$ cat src/rtl/sirq_pkg.sv
package sirq_pkg;
    localparam int ADDR_W = 12;
    localparam int DATA_W = 32;

    typedef enum logic [ADDR_W-1:0] {
        W_STATUS  = 12'd0,
        W_RAW     = 12'd1,
        W_EN_SET  = 12'd2,
        W_EN_CLR  = 12'd3,
        W_SOFT_ON = 12'd4,
        W_SOFT_OF = 12'd5,
        W_RT_SET  = 12'd8,
        W_RT_CLR  = 12'd9
    } word_e;

    function automatic logic [DATA_W-1:0] range_mask(input int lo, input int hi);
        logic [DATA_W-1:0] m;
        m = '0;
        for (int i = 0; i < DATA_W; i++)
            if (i >= lo && i <= hi) m[i] = 1'b1;
        return m;
    endfunction
endpackage

$ cat src/rtl/sirq_regs.sv
module sirq_regs
    import sirq_pkg::*;
#(
    parameter int N_SRC = 32,
    parameter int RT_LO = 21,
    parameter int RT_HI = 30
) (
    input  logic              clk,
    input  logic              rst_n,
    input  logic [N_SRC-1:0]  src_lvl,
    input  logic              wr_stb,
    input  logic [ADDR_W-1:0] word,
    input  logic [N_SRC-1:0]  wdata,
    output logic [N_SRC-1:0]  level_q,
    output logic [N_SRC-1:0]  mask_q,
    output logic [N_SRC-1:0]  rt_q
);
    localparam logic [N_SRC-1:0] RT_ALLOWED = N_SRC'(range_mask(RT_LO, RT_HI));

    logic wdata_nz;
    assign wdata_nz = |wdata;

    logic known_wr;
    always_comb begin
        known_wr = 1'b0;
        if (wr_stb) begin
            unique case (word)
                W_EN_SET, W_EN_CLR, W_SOFT_ON, W_SOFT_OF, W_RT_SET, W_RT_CLR: known_wr = 1'b1;
                default: known_wr = 1'b0;
            endcase
        end
    end

    always_ff @(posedge clk) begin
        if (!rst_n) begin
            level_q <= '0;
            mask_q  <= '0;
            rt_q    <= '0;
        end else begin
            level_q <= src_lvl;
            if (known_wr) begin
                unique case (word)
                    W_EN_SET:  mask_q <= mask_q | wdata;
                    W_EN_CLR:  mask_q <= mask_q & ~wdata;
                    W_SOFT_ON: if (wdata_nz) mask_q[0] <= 1'b1;
                    W_SOFT_OF: if (wdata_nz) mask_q[0] <= 1'b0;
                    W_RT_SET:  rt_q <= rt_q | (wdata & RT_ALLOWED);
                    W_RT_CLR:  rt_q <= rt_q & ~wdata;
                    default:   mask_q <= mask_q;
                endcase
            end
        end
    end

    // set word leaves every written bit enabled
    a_r3_set_bits: assert property (@(posedge clk) disable iff (!rst_n)
        (wr_stb && word == W_EN_SET) |=> ((mask_q & $past(wdata)) == $past(wdata)));
    // clear word leaves no written bit enabled
    a_r3_clr_bits: assert property (@(posedge clk) disable iff (!rst_n)
        (wr_stb && word == W_EN_CLR) |=> ((mask_q & $past(wdata)) == '0));
    // nonzero soft-on write enables bit 0
    a_r4_soft_on: assert property (@(posedge clk) disable iff (!rst_n)
        (wr_stb && word == W_SOFT_ON && wdata != '0) |=> mask_q[0]);
    // routing enable never holds a bit outside the allowed range
    a_r5_rt_range: assert property (@(posedge clk) disable iff (!rst_n)
        (rt_q & ~RT_ALLOWED) == '0);
    // writes to unknown words change no state
    a_r9_ignore_wr: assert property (@(posedge clk) disable iff (!rst_n)
        (wr_stb && !known_wr) |=> ($stable(mask_q) && $stable(rt_q)));
endmodule

$ cat src/rtl/sirq_rdmux.sv
module sirq_rdmux
    import sirq_pkg::*;
#(
    parameter int N_SRC = 32
) (
    input  logic [ADDR_W-1:0] word,
    input  logic [N_SRC-1:0]  level_q,
    input  logic [N_SRC-1:0]  mask_q,
    input  logic [N_SRC-1:0]  rt_q,
    output logic [N_SRC-1:0]  rdata
);
    always_comb begin
        unique case (word)
            W_STATUS:  rdata = level_q & mask_q;
            W_RAW:     rdata = level_q;
            W_EN_SET:  rdata = mask_q;
            W_SOFT_ON: rdata = {{(N_SRC-1){1'b0}}, level_q[0]};
            W_RT_SET:  rdata = rt_q;
            default:   rdata = '0;
        endcase
    end
endmodule

$ cat src/rtl/sirq_outgen.sv
module sirq_outgen #(
    parameter int N_SRC = 32,
    parameter int RT_LO = 21,
    parameter int RT_HI = 30
) (
    input  logic             clk,
    input  logic             rst_n,
    input  logic [N_SRC-1:0] level_q,
    input  logic [N_SRC-1:0] mask_q,
    input  logic [N_SRC-1:0] rt_q,
    output logic [N_SRC-1:0] irq_q
);
    localparam int SUM_LINE = N_SRC - 1;

    logic [N_SRC-1:0] irq_d;

    for (genvar i = 0; i < N_SRC; i++) begin : g_line
        if (i == SUM_LINE) begin : g_sum
            assign irq_d[i] = |(level_q & mask_q);
            // summary line follows the masked state one cycle later
            a_r6_summary: assert property (@(posedge clk) disable iff (!rst_n)
                ((level_q & mask_q) != '0) |=> irq_q[i]);
        end else if (i >= RT_LO && i <= RT_HI) begin : g_route
            assign irq_d[i] = level_q[i] & rt_q[i];
            // a routed line copies its source level
            a_r7_route: assert property (@(posedge clk) disable iff (!rst_n)
                rt_q[i] |=> (irq_q[i] == $past(level_q[i])));
        end else begin : g_low
            assign irq_d[i] = 1'b0;
        end
    end

    always_ff @(posedge clk) begin
        if (!rst_n) irq_q <= '0;
        else        irq_q <= irq_d;
    end
endmodule

$ cat src/rtl/sirq_aggregator.sv
module sirq_aggregator
    import sirq_pkg::*;
#(
    parameter int N_SRC = 32,
    parameter int RT_LO = 21,
    parameter int RT_HI = 30
) (
    input  logic              clk,
    input  logic              rst_n,
    input  logic [N_SRC-1:0]  src_lvl,
    input  logic              bus_sel,
    input  logic              bus_wr,
    input  logic [ADDR_W-1:0] bus_addr,
    input  logic [N_SRC-1:0]  bus_wdata,
    output logic [N_SRC-1:0]  bus_rdata,
    output logic [N_SRC-1:0]  irq_out
);
    logic [ADDR_W-1:0] word;
    logic              wr_stb;
    logic [N_SRC-1:0]  level_q, mask_q, rt_q;

    assign word   = bus_addr >> 2;
    assign wr_stb = bus_sel & bus_wr;

    sirq_regs #(.N_SRC(N_SRC), .RT_LO(RT_LO), .RT_HI(RT_HI)) u_regs (
        .clk(clk), .rst_n(rst_n), .src_lvl(src_lvl), .wr_stb(wr_stb),
        .word(word), .wdata(bus_wdata),
        .level_q(level_q), .mask_q(mask_q), .rt_q(rt_q)
    );

    sirq_rdmux #(.N_SRC(N_SRC)) u_rdmux (
        .word(word), .level_q(level_q), .mask_q(mask_q), .rt_q(rt_q),
        .rdata(bus_rdata)
    );

    sirq_outgen #(.N_SRC(N_SRC), .RT_LO(RT_LO), .RT_HI(RT_HI)) u_out (
        .clk(clk), .rst_n(rst_n), .level_q(level_q), .mask_q(mask_q),
        .rt_q(rt_q), .irq_q(irq_out)
    );

    // one cycle after reset the output vector is clear
    a_r10_reset_out: assert property (@(posedge clk)
        !rst_n |=> (irq_out == '0));
endmodule

$ cat config.mk
export PLATFORM = sky130hd
export DESIGN_NAME = sirq_aggregator
export DESIGN_NICKNAME = d
export VERILOG_FILES = /design/src/rtl/sirq_pkg.sv /design/src/rtl/sirq_regs.sv /design/src/rtl/sirq_rdmux.sv /design/src/rtl/sirq_outgen.sv /design/src/rtl/sirq_aggregator.sv
export SDC_FILE = /design/constraint.sdc
export NUM_CORES = 1
export LEC_CHECK = 0
export ABC_CLOCK_PERIOD_IN_PS = 2040
export BUFFER_PORTS_ARGS = -buffer_cell sky130_fd_sc_hd__buf_2
export CORE_UTILIZATION = 51
export DETAILED_ROUTE_END_ITERATION = 16
export GPL_TIMING_DRIVEN = 0
export HOLD_SLACK_MARGIN = 0.03
export PLACE_DENSITY = 0.9
export SLEW_MARGIN = 15
export SYNTH_ARGS = -nofsm -noshare
export SYNTH_HDL_FRONTEND = slang
export SYNTH_SLANG_ARGS = --single-unit
$ cat constraint.sdc
create_clock -name clk -period 2.04 [get_ports clk]
set_input_delay 0 -clock clk [delete_from_list [all_inputs] [get_ports clk]]
set_output_delay 0 -clock clk [all_outputs]
set_load 0.01 [all_outputs]
==> flow_metrics.env, run 1 <==
export IMPL_cp_slowest_cell="or4_4"
export IMPL_cts_sinks=107
export IMPL_synth_top_area_share_pct=47.3
export IMPL_cp_start_kind="primary input"
export IMPL_drt_total_wl_um=16300
export IMPL_finish_utilization_pct=71.2
export IMPL_max_freq_ghz=0.514
export IMPL_drt_iter0_drc=475
export IMPL_rrSetupSlack_ns=0.65
export IMPL_antenna_found_initial=0
export IMPL_relSlewSlack_pct=53.3
export IMPL_setup_viol=0
export IMPL_drcViolationCount=0
export IMPL_fin_nets=799
export IMPL_tightest_slew_ns=0.700
export IMPL_seq_area_frac_synth_pct=47.3
export IMPL_die_area_mm2=0.00926
export IMPL_critical_path_cell_chain="buf_2, or4_4, nor4_4, o21ai_2, clkbuf_1, o21ai_1, buf_2"
export IMPL_grt_overflow=0
export IMPL_num_io_pins=144
export IMPL_hp_start="bus_addr[5]"
export IMPL_vdd_ir_drop_max_uv=400
export IMPL_via_per_inst=6.04
export IMPL_fillers=682
export IMPL_critPathTopFamily="simple AND/OR/NAND/NOR gates"
export IMPL_vias=5023
export IMPL_placementRows=34
export IMPL_portBuffers=119
export IMPL_path_class="in -> out"
export IMPL_grt_pass1_wl_um=24300
export IMPL_cts_path_max_buffers=2
export IMPL_die_x_um=96.3
export IMPL_synth_seq_cells=107
export IMPL_hpwl_um=10900
export IMPL_whs_endpoint="u_regs.mask_q[0]$_SDFFE_PN0P_"
export IMPL_routabilityCongestion=0.962
export IMPL_grt_pass1_vias=4660
export IMPL_root_buffer="clkbuf_8"
export IMPL_skew_ns=0.0105
export IMPL_min_period_ns=1.95
export IMPL_synth_ff_type="dfxtp_1"
export IMPL_finalHoldViolCount=0
export IMPL_r2r_end="u_out.irq_q[31]$_SDFF_PN0_"
export IMPL_synth_common_cells="107 x dfxtp_1, 56 x nand2_1, 41 x a311oi_1"
export IMPL_critical_path_buf_inv_count=3
export IMPL_cp_common_cell="buf_2"
export IMPL_drive_gt1_share_pct=24.6
export IMPL_hold_class="in -> reg"
export IMPL_slew_violations=0
export IMPL_final_antenna_net_count=0
export IMPL_synth_area_leaders="dfxtp_1 47%, a311oi_1 7.9%, nand2_1 4.6%"
export IMPL_synth_edf_count=0
export IMPL_grt_max_degree=18
export IMPL_start_util_pct=52.2
export IMPL_yosys_area_top_type="dfxtp_1"
export IMPL_power_density_mw_per_mm2=623
export IMPL_track_usage_pct=35.9
export IMPL_synthArstFlopShare_pct=0
export IMPL_cts_tree="done"
export IMPL_area_growth_pct=36.5
export IMPL_period_share_pct=95.3
export IMPL_die_h_um=96.3
export IMPL_diodes=0
export IMPL_setup_worst_path_end_class="primary output"
export IMPL_yosysMostFrequentCell="dfxtp_1"
export IMPL_worst_slack_ns=0.0949
export IMPL_finalPower_w=0.00385
export IMPL_cp_arrival_ns=1.95
export IMPL_crit_required_ns=2.04
export IMPL_reg2regPathDepth=4
export IMPL_htreeDepth=3
export IMPL_avgSynthCellArea_um2=9.01
export IMPL_cts_buffers=9
export IMPL_rsz0062_at_grt="no"
export IMPL_ys_warn_count=0
export IMPL_max_cap_viol_count=0
export IMPL_synth_cell_area_mm2=0.00453
export IMPL_place_ws_ns=-0.0661
export IMPL_first_pass_iters=6
export IMPL_synth_cell_types=43
export IMPL_clk_latency_ns=0.38
export IMPL_max_stage_delay_ns=0.59
export IMPL_path_max_fanout=10
export IMPL_core_mm2=0.00868
export IMPL_synthCells=503
export IMPL_status="finished clean"
export IMPL_p_leak_nw=2.51
export IMPL_path_clk_slew_ns=0.09
export IMPL_min_delay_path_depth=4
export IMPL_wl_per_cell_um=19.6
[placed cells by master (no fill, tap or decap), types with 2 or more instances in the layout]
cell type	n
o22ai_1	31
clkinv_2	2
nor4_1	8
a31oi_1	31
o21ai_1	16
conb_1	21
dfxtp_1	107
nand2_1	56
nor2_1	4
buf_2	123
clkbuf_1	29
clkbuf_2	2
nor3_1	3
clkbuf_8	10
a311oi_1	41
inv_1	2
nor4_4	2
buf_1	2
a21oi_1	32
nor2b_1	2
dlygate4sd3_1	65
inv_6	2
and3_1	10
buf_4	24
a22oi_1	16
buf_6	6
nand4_1	6
o21ai_0	18
and2_1	33
[logic make-up (layout without fill, tap and decap cells)]
| logic type | count (synthesis) | count (layout) | share of synthesized area [%] |
|---|---|---|---|
| AO/OA/AOI/OAI | 191 | 191 | 27.6 |
| XOR/XNOR | 1 | 1 | 0.193 |
| buffers and inverters | 68 | 269 | 8.64 |
| AND/OR/NAND/NOR | 135 | 135 | 16.2 |
| flip-flops | 107 | 107 | 47.3 |
| other | 1 | 21 | 0.0828 |
[through the flow]
step           hold WS (ns)  TNS [ns]  area, um^2  cells
3_3_place_gp          0.204   -0.0535        5340    750
3_5_place_dp          0.203    -0.634        5340    750
6_report             0.0468         0        6180    832
5_1_grt              0.0746         0        6180    832
2_1_floorplan        0.0870         0        4610    523
4_1_cts              0.0520         0        6170    832
[layout make-up]
type / count / area [um^2] / area share (%)
flip-flops and latches: 107 / 2140 / 34.6
clock inverters: 5 / 35.0 / 0.567
plain buffers: 65 / 383 / 6.19
multi-input cells: 348 / 2080 / 33.7
clock buffers: 11 / 141 / 2.29
repair buffers: 185 / 1250 / 20.3
inverters: 3 / 11.3 / 0.182
well taps: 108 / 135 / 2.19
[tightest hold or removal path, delay by kind of cell]
kind | cells | cell delay, ns
buffers and inverters | 1 | 0.13
AO/OA/AOI/OAI | 1 | 0.07
AND/OR/NAND/NOR | 2 | 0.17
[worst max-delay path by stage]
stage	from	end	slack [ns]	cells past startpoint
finish	bus_addr[9]	bus_rdata[25]	0.09	7
global placement	bus_addr[9]	bus_rdata[13]	-0.02	7
floorplan	bus_addr[9]	flip-flop	0.49	6
global route	bus_addr[9]	bus_rdata[25]	0.04	7
detailed placement	bus_addr[9]	bus_rdata[13]	-0.07	7
CTS	bus_addr[9]	bus_rdata[13]	0.07	7
[layer usage]
layer / GRT usage [%] / wire length [um]
met1: 45.5 / 6390
met4: 16.5 / 693
met3: 6.48 / 1580
met5: 0 / 0
met2: 59.0 / 7690
[timing repair]
action                     4_1_cts  5_1_grt
hold endpoints to repair        95        0
hold buffers                    65        0
pin swaps                        1        0
setup endpoints to repair       17       13
resized for setup                2        1
setup buffers                    1        0
[power breakdown]
group / leakage, nW / internal, W / switching, W
Clock: 0.0901 / 0.000484 / 0.000756
Combinational: 1.55 / 0.000221 / 0.000241
Sequential: 0.870 / 0.00212 / 0.0000304
(Power assumes the default switching activity.)
==> run 2, diff against run 1 <==
--- a/config.mk
+++ b/config.mk
@@ -5,7 +5,7 @@
 export SDC_FILE = /design/constraint.sdc
 export NUM_CORES = 1
 export LEC_CHECK = 0
-export ABC_CLOCK_PERIOD_IN_PS = 2040
+export ABC_CLOCK_PERIOD_IN_PS = 2200
 export BUFFER_PORTS_ARGS = -buffer_cell sky130_fd_sc_hd__buf_2
 export CORE_UTILIZATION = 51
 export DETAILED_ROUTE_END_ITERATION = 16
==> constraint.sdc (replaced) <==
create_clock -name clk -period 2.2 [get_ports clk]
set_input_delay 0 -clock clk [delete_from_list [all_inputs] [get_ports clk]]
set_output_delay 0 -clock clk [all_outputs]
set_load 0.01 [all_outputs]
==> run 2 against run 1 <==
Net effect: critical path depth is the same; global-route usage barely moved; cell area shrank 0.14%; clock skew decreased by 0.0017 ns; core utilization shrank 0.10 points; clock-buffer cell count did not move; non-clock buffer count stayed put; routed wire length is essentially flat; critical path type unchanged; largest cell class unchanged; highest routed layer unchanged.
==> flow_metrics.env, run 2 (same netlist as run 1, synthesis figures left out) <==
export IMPL_grt_use_met2_pct=58.6
export IMPL_area_growth_pct=36.3
export IMPL_root_buffer="clkbuf_8"
export IMPL_final_antenna_net_count=0
export IMPL_portBuffers=119
export IMPL_hold_slack_ns=0.0565
export IMPL_busiest_layer="met2"
export IMPL_core_mm2=0.00868
export IMPL_wl_per_cell_um=19.6
export IMPL_path_class="in -> out"
export IMPL_postLayoutCellArea_mm2=0.00617
export IMPL_fin_nets=799
export IMPL_status="finished clean"
export IMPL_placementRows=34
export IMPL_p_leak_nw=2.51
export IMPL_die_area_mm2=0.00926
export IMPL_finalHoldViolCount=0
export IMPL_cp_start_kind="primary input"
export IMPL_clk_latency_ns=0.37
export IMPL_diodes=0
export IMPL_setup_worst_path_end_class="primary output"
export IMPL_power_frac_seq_pct=56.1
export IMPL_path_max_fanout=10
export IMPL_switching_share_pct=26.4
export IMPL_htreeDepth=3
export IMPL_cts_sinks=107
export IMPL_antenna_found_initial=0
export IMPL_grt_overflow=0
export IMPL_grt_pass1_vias=4643
export IMPL_drt_iter0_drc=442
export IMPL_start_util_pct=52.2
export IMPL_grt_pass1_wl_um=24300
export IMPL_cts_tree="done"
export IMPL_via_per_inst=6.14
export IMPL_first_pass_iters=5
export IMPL_worst_slack_ns=0.185
export IMPL_slew_violations=0
export IMPL_relSlewSlack_pct=54.2
export IMPL_p_sw_w=0.000940
export IMPL_dpl_instance_area_mm2=0.00534
export IMPL_path_clk_slew_ns=0.09
export IMPL_drt_total_wl_um=16300
export IMPL_intPower_w=0.00262
export IMPL_routabilityCongestion=0.962
export IMPL_vias=5105
export IMPL_vdd_ir_drop_max_uv=367
export IMPL_hold_class="in -> reg"
export IMPL_num_io_pins=144
export IMPL_layout_commonest_cell="buf_2"
export IMPL_combPwrFrac_pct=12.0
export IMPL_cts_buffers=9
export IMPL_hp_start="bus_addr[5]"
export IMPL_die_h_um=96.3
export IMPL_drive_gt1_share_pct=24.6
export IMPL_finalPower_w=0.00356
export IMPL_rsz0062_at_grt="no"
export IMPL_setup_tns_ns=0
export IMPL_final_cell_mix="123 x buf_2, 107 x dfxtp_1, 65 x dlygate4sd3_1, 56 x nand2_1, 41 x a311oi_1"
export IMPL_drcViolationCount=0
export IMPL_max_cap_viol_count=0
export IMPL_cp_arrival_ns=2.01
export IMPL_track_usage_pct=35.9
export IMPL_period_share_pct=91.6
export IMPL_setup_viol=0
export IMPL_grt_max_degree=18
export IMPL_min_period_ns=2.01
export IMPL_clkPwrFrac_pct=32.0
export IMPL_grtUsageMet1_pct=45.6
export IMPL_hpwl_um=10900
export IMPL_r2r_start="u_regs.level_q[10]$_SDFF_PN0_"
export IMPL_die_x_um=96.3
export IMPL_max_freq_ghz=0.496
export IMPL_cp_startpoint="bus_addr[9]"
export IMPL_crit_required_ns=2.20
export IMPL_place_ws_ns=0.0939
export IMPL_cts_path_max_buffers=2
export IMPL_skew_ns=0.00883
export IMPL_met3_usage_pct=6.48
export IMPL_tightest_slew_ns=0.687
export IMPL_power_density_mw_per_mm2=577
[run 2: cell types whose count changed in the layout (fill, tap and decap cells not counted)]
cell and delta:
nor4_2 +1, nor4_4 -1
[run 2: through the flow]
| step | instances | util (%) |
|---|---|---|
| after floorplan | 523 | - |
| after global placement | 750 | 61.5 |
| after detailed placement | 750 | 61.5 |
| after CTS | 831 | 71.0 |
| after global routing | 832 | 71.1 |
| final | 832 | 71.1 |
[run 2: power groups by stage]
stage                     registers (W)  logic (W)  clock network [W]
after global routing            0.00200   0.000460            0.00121
after global placement          0.00204   0.000312                  0
after floorplan                 0.00203   0.000167                  0
final                           0.00200   0.000426            0.00114
after detailed placement        0.00204   0.000317                  0
after CTS                       0.00199   0.000406            0.00114
[run 2: worst max-delay path: stages]
cell and delay [ns]:
buf_2 0.10, or4_4 0.58, nor4_2 0.57, clkbuf_2 0.38
nand2_1 0.09, o21ai_1 0.12, buf_2 0.17
[run 2: path summary, 6_finish.rpt]
check                                   to  slack (ns)  depth (start not counted)
max                          bus_rdata[25]        0.19                          7
min          u_regs.mask_q[0]$_SDFFE_PN0P_        0.06                          4
max reg2reg     u_out.irq_q[31]$_SDFF_PN0_        0.82                          4
min reg2reg   u_regs.rt_q[20]$_SDFFE_PN0P_        0.44                          2
[run 2: layout make-up]
cell class	count	area, um^2
Buffer	65	383
Clock buffer	11	141
Clock inverter	5	35.0
Fill cell	683	2500
Inverter	3	11.3
Multi-Input combinational cell	348	2070
Sequential cell	107	2140
Tap cell	108	135
Timing Repair Buffer	185	1250
[run 2: layer usage]
| layer | wire length [um] | part of all wire, % | up-vias |
|---|---|---|---|
| met4 | 690 | 4.2 | 0 |
| met1 | 6320 | 39 | 2354 |
| met5 | 0 | 0 | - |
| li1 | - | - | 2286 |
| met3 | 1680 | 10 | 68 |
| met2 | 7660 | 47 | 397 |
[run 2: what timing repair did]
item / in CTS / in global routing
gates resized for setup: 0 / 4
buffers inserted: 0 / 1
setup endpoints to repair: 0 / 15
endpoints found under the hold margin: 95 / 0
hold buffers: 65 / 0
==> run 3, diff against run 2 <==
--- a/config.mk
+++ b/config.mk
@@ -7,12 +7,14 @@
 export LEC_CHECK = 0
 export ABC_CLOCK_PERIOD_IN_PS = 2200
 export BUFFER_PORTS_ARGS = -buffer_cell sky130_fd_sc_hd__buf_2
-export CORE_UTILIZATION = 51
+export CORE_UTILIZATION = 53
+export CTS_BUF_LIST = sky130_fd_sc_hd__clkbuf_4 sky130_fd_sc_hd__clkbuf_8
 export DETAILED_ROUTE_END_ITERATION = 16
 export GPL_TIMING_DRIVEN = 0
 export HOLD_SLACK_MARGIN = 0.03
-export PLACE_DENSITY = 0.9
+export PLACE_DENSITY = 0.92
 export SLEW_MARGIN = 15
 export SYNTH_ARGS = -nofsm -noshare
 export SYNTH_HDL_FRONTEND = slang
+export SYNTH_HIERARCHICAL = 1
 export SYNTH_SLANG_ARGS = --single-unit
==> run 3 against run 2 <==
Net effect: power decreased by 0.83%; non-clock buffer count down 2; first-iteration DRC count grew 34%; core utilization up 4.1 points; setup slack better by 0.28 ns; routed wire length is 2.3% higher; largest power group unchanged; critical path type is now in -> reg.
==> flow_metrics.env, run 3 <==
export IMPL_num_io_pins=144
export IMPL_final_cell_mix="128 x buf_2, 107 x dfxtp_1, 85 x a21oi_1, 65 x dlygate4sd3_1, 57 x nand2_1"
export IMPL_synth_ff_type="dfxtp_1"
export IMPL_synth_top_area_share_pct=46.2
export IMPL_vdd_ir_drop_max_uv=436
export IMPL_die_x_um=95.6
export IMPL_yosys_area_top_type="dfxtp_1"
export IMPL_cp_arrival_ns=2.03
export IMPL_avgSynthCellArea_um2=9.28
export IMPL_htreeDepth=3
export IMPL_ys_warn_count=6
export IMPL_via_per_inst=6.16
export IMPL_synth_edf_count=0
export IMPL_die_area_mm2=0.00913
export IMPL_routabilityCongestion=0.982
export IMPL_clk_latency_ns=0.37
export IMPL_track_usage_pct=37.0
export IMPL_period_share_pct=78.9
export IMPL_path_class="in -> reg"
export IMPL_root_buffer="clkbuf_8"
export IMPL_diodes=0
export IMPL_p_leak_nw=2.45
export IMPL_fin_nets=798
export IMPL_cts_path_max_buffers=2
export IMPL_die_h_um=95.6
export IMPL_setup_tns_ns=0
export IMPL_seq_area_frac_synth_pct=46.2
export IMPL_vias=5100
export IMPL_grt_pass1_vias=4848
export IMPL_layout_commonest_cell="buf_2"
export IMPL_synth_area_leaders="dfxtp_1 46%, a21oi_1 9.2%, a311oi_1 7.7%"
export IMPL_post_cts_buffers=0
export IMPL_hpwl_um=11100
export IMPL_min_period_ns=1.74
export IMPL_setup_viol=0
export IMPL_synth_cell_types=37
export IMPL_core_mm2=0.00834
export IMPL_finalPower_w=0.00353
export IMPL_skew_ns=0.00571
export IMPL_fillers=605
export IMPL_max_freq_ghz=0.576
export IMPL_cts_tree="done"
export IMPL_path_max_fanout=10
export IMPL_start_util_pct=55.6
export IMPL_drive_gt1_share_pct=26.4
export IMPL_setup_worst_path_end_class="flip-flop"
export IMPL_drcViolationCount=0
export IMPL_cp_start_kind="primary input"
export IMPL_yosysMostFrequentCell="dfxtp_1"
export IMPL_relSlewSlack_pct=48.0
export IMPL_wl_per_cell_um=20.2
export IMPL_portBuffers=119
export IMPL_hold_class="in -> reg"
export IMPL_slew_violations=0
export IMPL_synth_cell_area_mm2=0.00464
export IMPL_max_cap_viol_count=0
export IMPL_grt_pass1_wl_um=24900
export IMPL_synthCells=500
export IMPL_rsz0062_at_grt="no"
export IMPL_synth_common_cells="107 x dfxtp_1, 85 x a21oi_1, 57 x nand2_1"
export IMPL_path_clk_slew_ns=0.10
export IMPL_drt_total_wl_um=16700
export IMPL_drt_iter0_drc=593
export IMPL_crit_required_ns=2.49
export IMPL_grt_max_degree=18
export IMPL_grt_overflow=0
export IMPL_cts_sinks=107
export IMPL_synthArstFlopShare_pct=0
export IMPL_power_density_mw_per_mm2=563
export IMPL_finalHoldViolCount=0
export IMPL_status="finished clean"
export IMPL_final_antenna_net_count=0
export IMPL_cts_buffers=9
export IMPL_placementRows=33
export IMPL_first_pass_iters=6
export IMPL_tightest_slew_ns=0.779
export IMPL_synth_seq_cells=107
export IMPL_antenna_found_initial=0
export IMPL_area_growth_pct=35.2
[run 3: changes by cell type in the layout (fill, tap and decap cells not counted), moves of 4 or more]
| cell | before | now |
|---|---|---|
| o22ai_1 | 31 | 1 |
| a31oi_1 | 31 | 0 |
| o21ai_0 | 18 | 3 |
| nor2_1 | 4 | 0 |
| conb_1 | 21 | 25 |
| a21oi_1 | 32 | 85 |
| o21ai_1 | 16 | 0 |
| a21oi_2 | 0 | 10 |
| o221ai_1 | 0 | 31 |
| buf_2 | 123 | 128 |
[run 3: power by group]
group          switching, W  leakage [nW]  internal (W)  total, W
Sequential        0.0000270         0.870       0.00197   0.00199
Combinational      0.000232          1.49      0.000204  0.000436
Clock              0.000673        0.0902      0.000428   0.00110
Total              0.000932          2.45       0.00260   0.00353
[run 3: cell type report]
class / count / area, um^2 / area share [%]
timing repair buffer: 184 / 1250 / 19.9
tap: 105 / 131 / 2.09
clock buffer: 10 / 131 / 2.09
inverter: 1 / 3.75 / 0.0598
multi-input combinational: 351 / 2210 / 35.3
buffer: 64 / 368 / 5.86
clock inverter: 6 / 40.0 / 0.638
sequential: 107 / 2140 / 34.1
[run 3: routing by layer]
metal | vias up | track usage [%] | part of all wire, %
met4 | 0 | 17.5 | 3.7
li1 | 2291 | - | -
met5 | - | 0 | 0
met3 | 76 | 8.61 | 11
met1 | 2341 | 44.5 | 38
met2 | 392 | 62.3 | 48
[run 3: cells by family after synthesis]
kind of cell | Yosys count | synth area share (%)
buf+inv | 65 | 8.01
flops | 107 | 46.2
simple gates | 131 | 15.8
compound gates | 195 | 29.9
other cells | 2 | 0.162
[run 3: stage by stage]
stage          hold slack [ns]  utilization (%)  cells  cell area (um^2)  setup slack [ns]
5_1_grt                  0.162             75.2    828              6270             0.467
2_1_floorplan           0.0545                -    523              4730             0.842
3_5_place_dp             0.211             65.4    747              5450             0.384
6_report                 0.145             75.2    828              6270             0.463
3_3_place_gp             0.209             65.4    747              5450             0.453
4_1_cts                  0.126             75.2    828              6270             0.597
[run 3: what timing repair did]
action,CTS,global route
hold buffers,65,0
resized for setup,0,0
endpoints found under the hold margin,96,0
setup endpoints to repair,0,0
[run 3: final timing paths]
kind	startpoint	depth (start not counted)	end	slack (ns)
min	bus_addr[2]	2	flip-flop	0.15
min reg2reg	u_regs/rt_q[2]$_SDFFE_PN0P_	2	u_regs/rt_q[2]$_SDFFE_PN0P_	0.44
max reg2reg	u_regs/mask_q[0]$_SDFFE_PN0P_	3	u_out/irq_q[31]$_SDFF_PN0_	0.73
max	rst_n	6	u_regs/rt_q[20]$_SDFFE_PN0P_	0.46
[run 3: worst max-delay path: stages]
cell           delay (ns)
dlygate4sd3_1        0.52
buf_2                0.14
clkbuf_1             0.48
clkbuf_1             0.52
nand2_1              0.17
a21oi_1              0.19
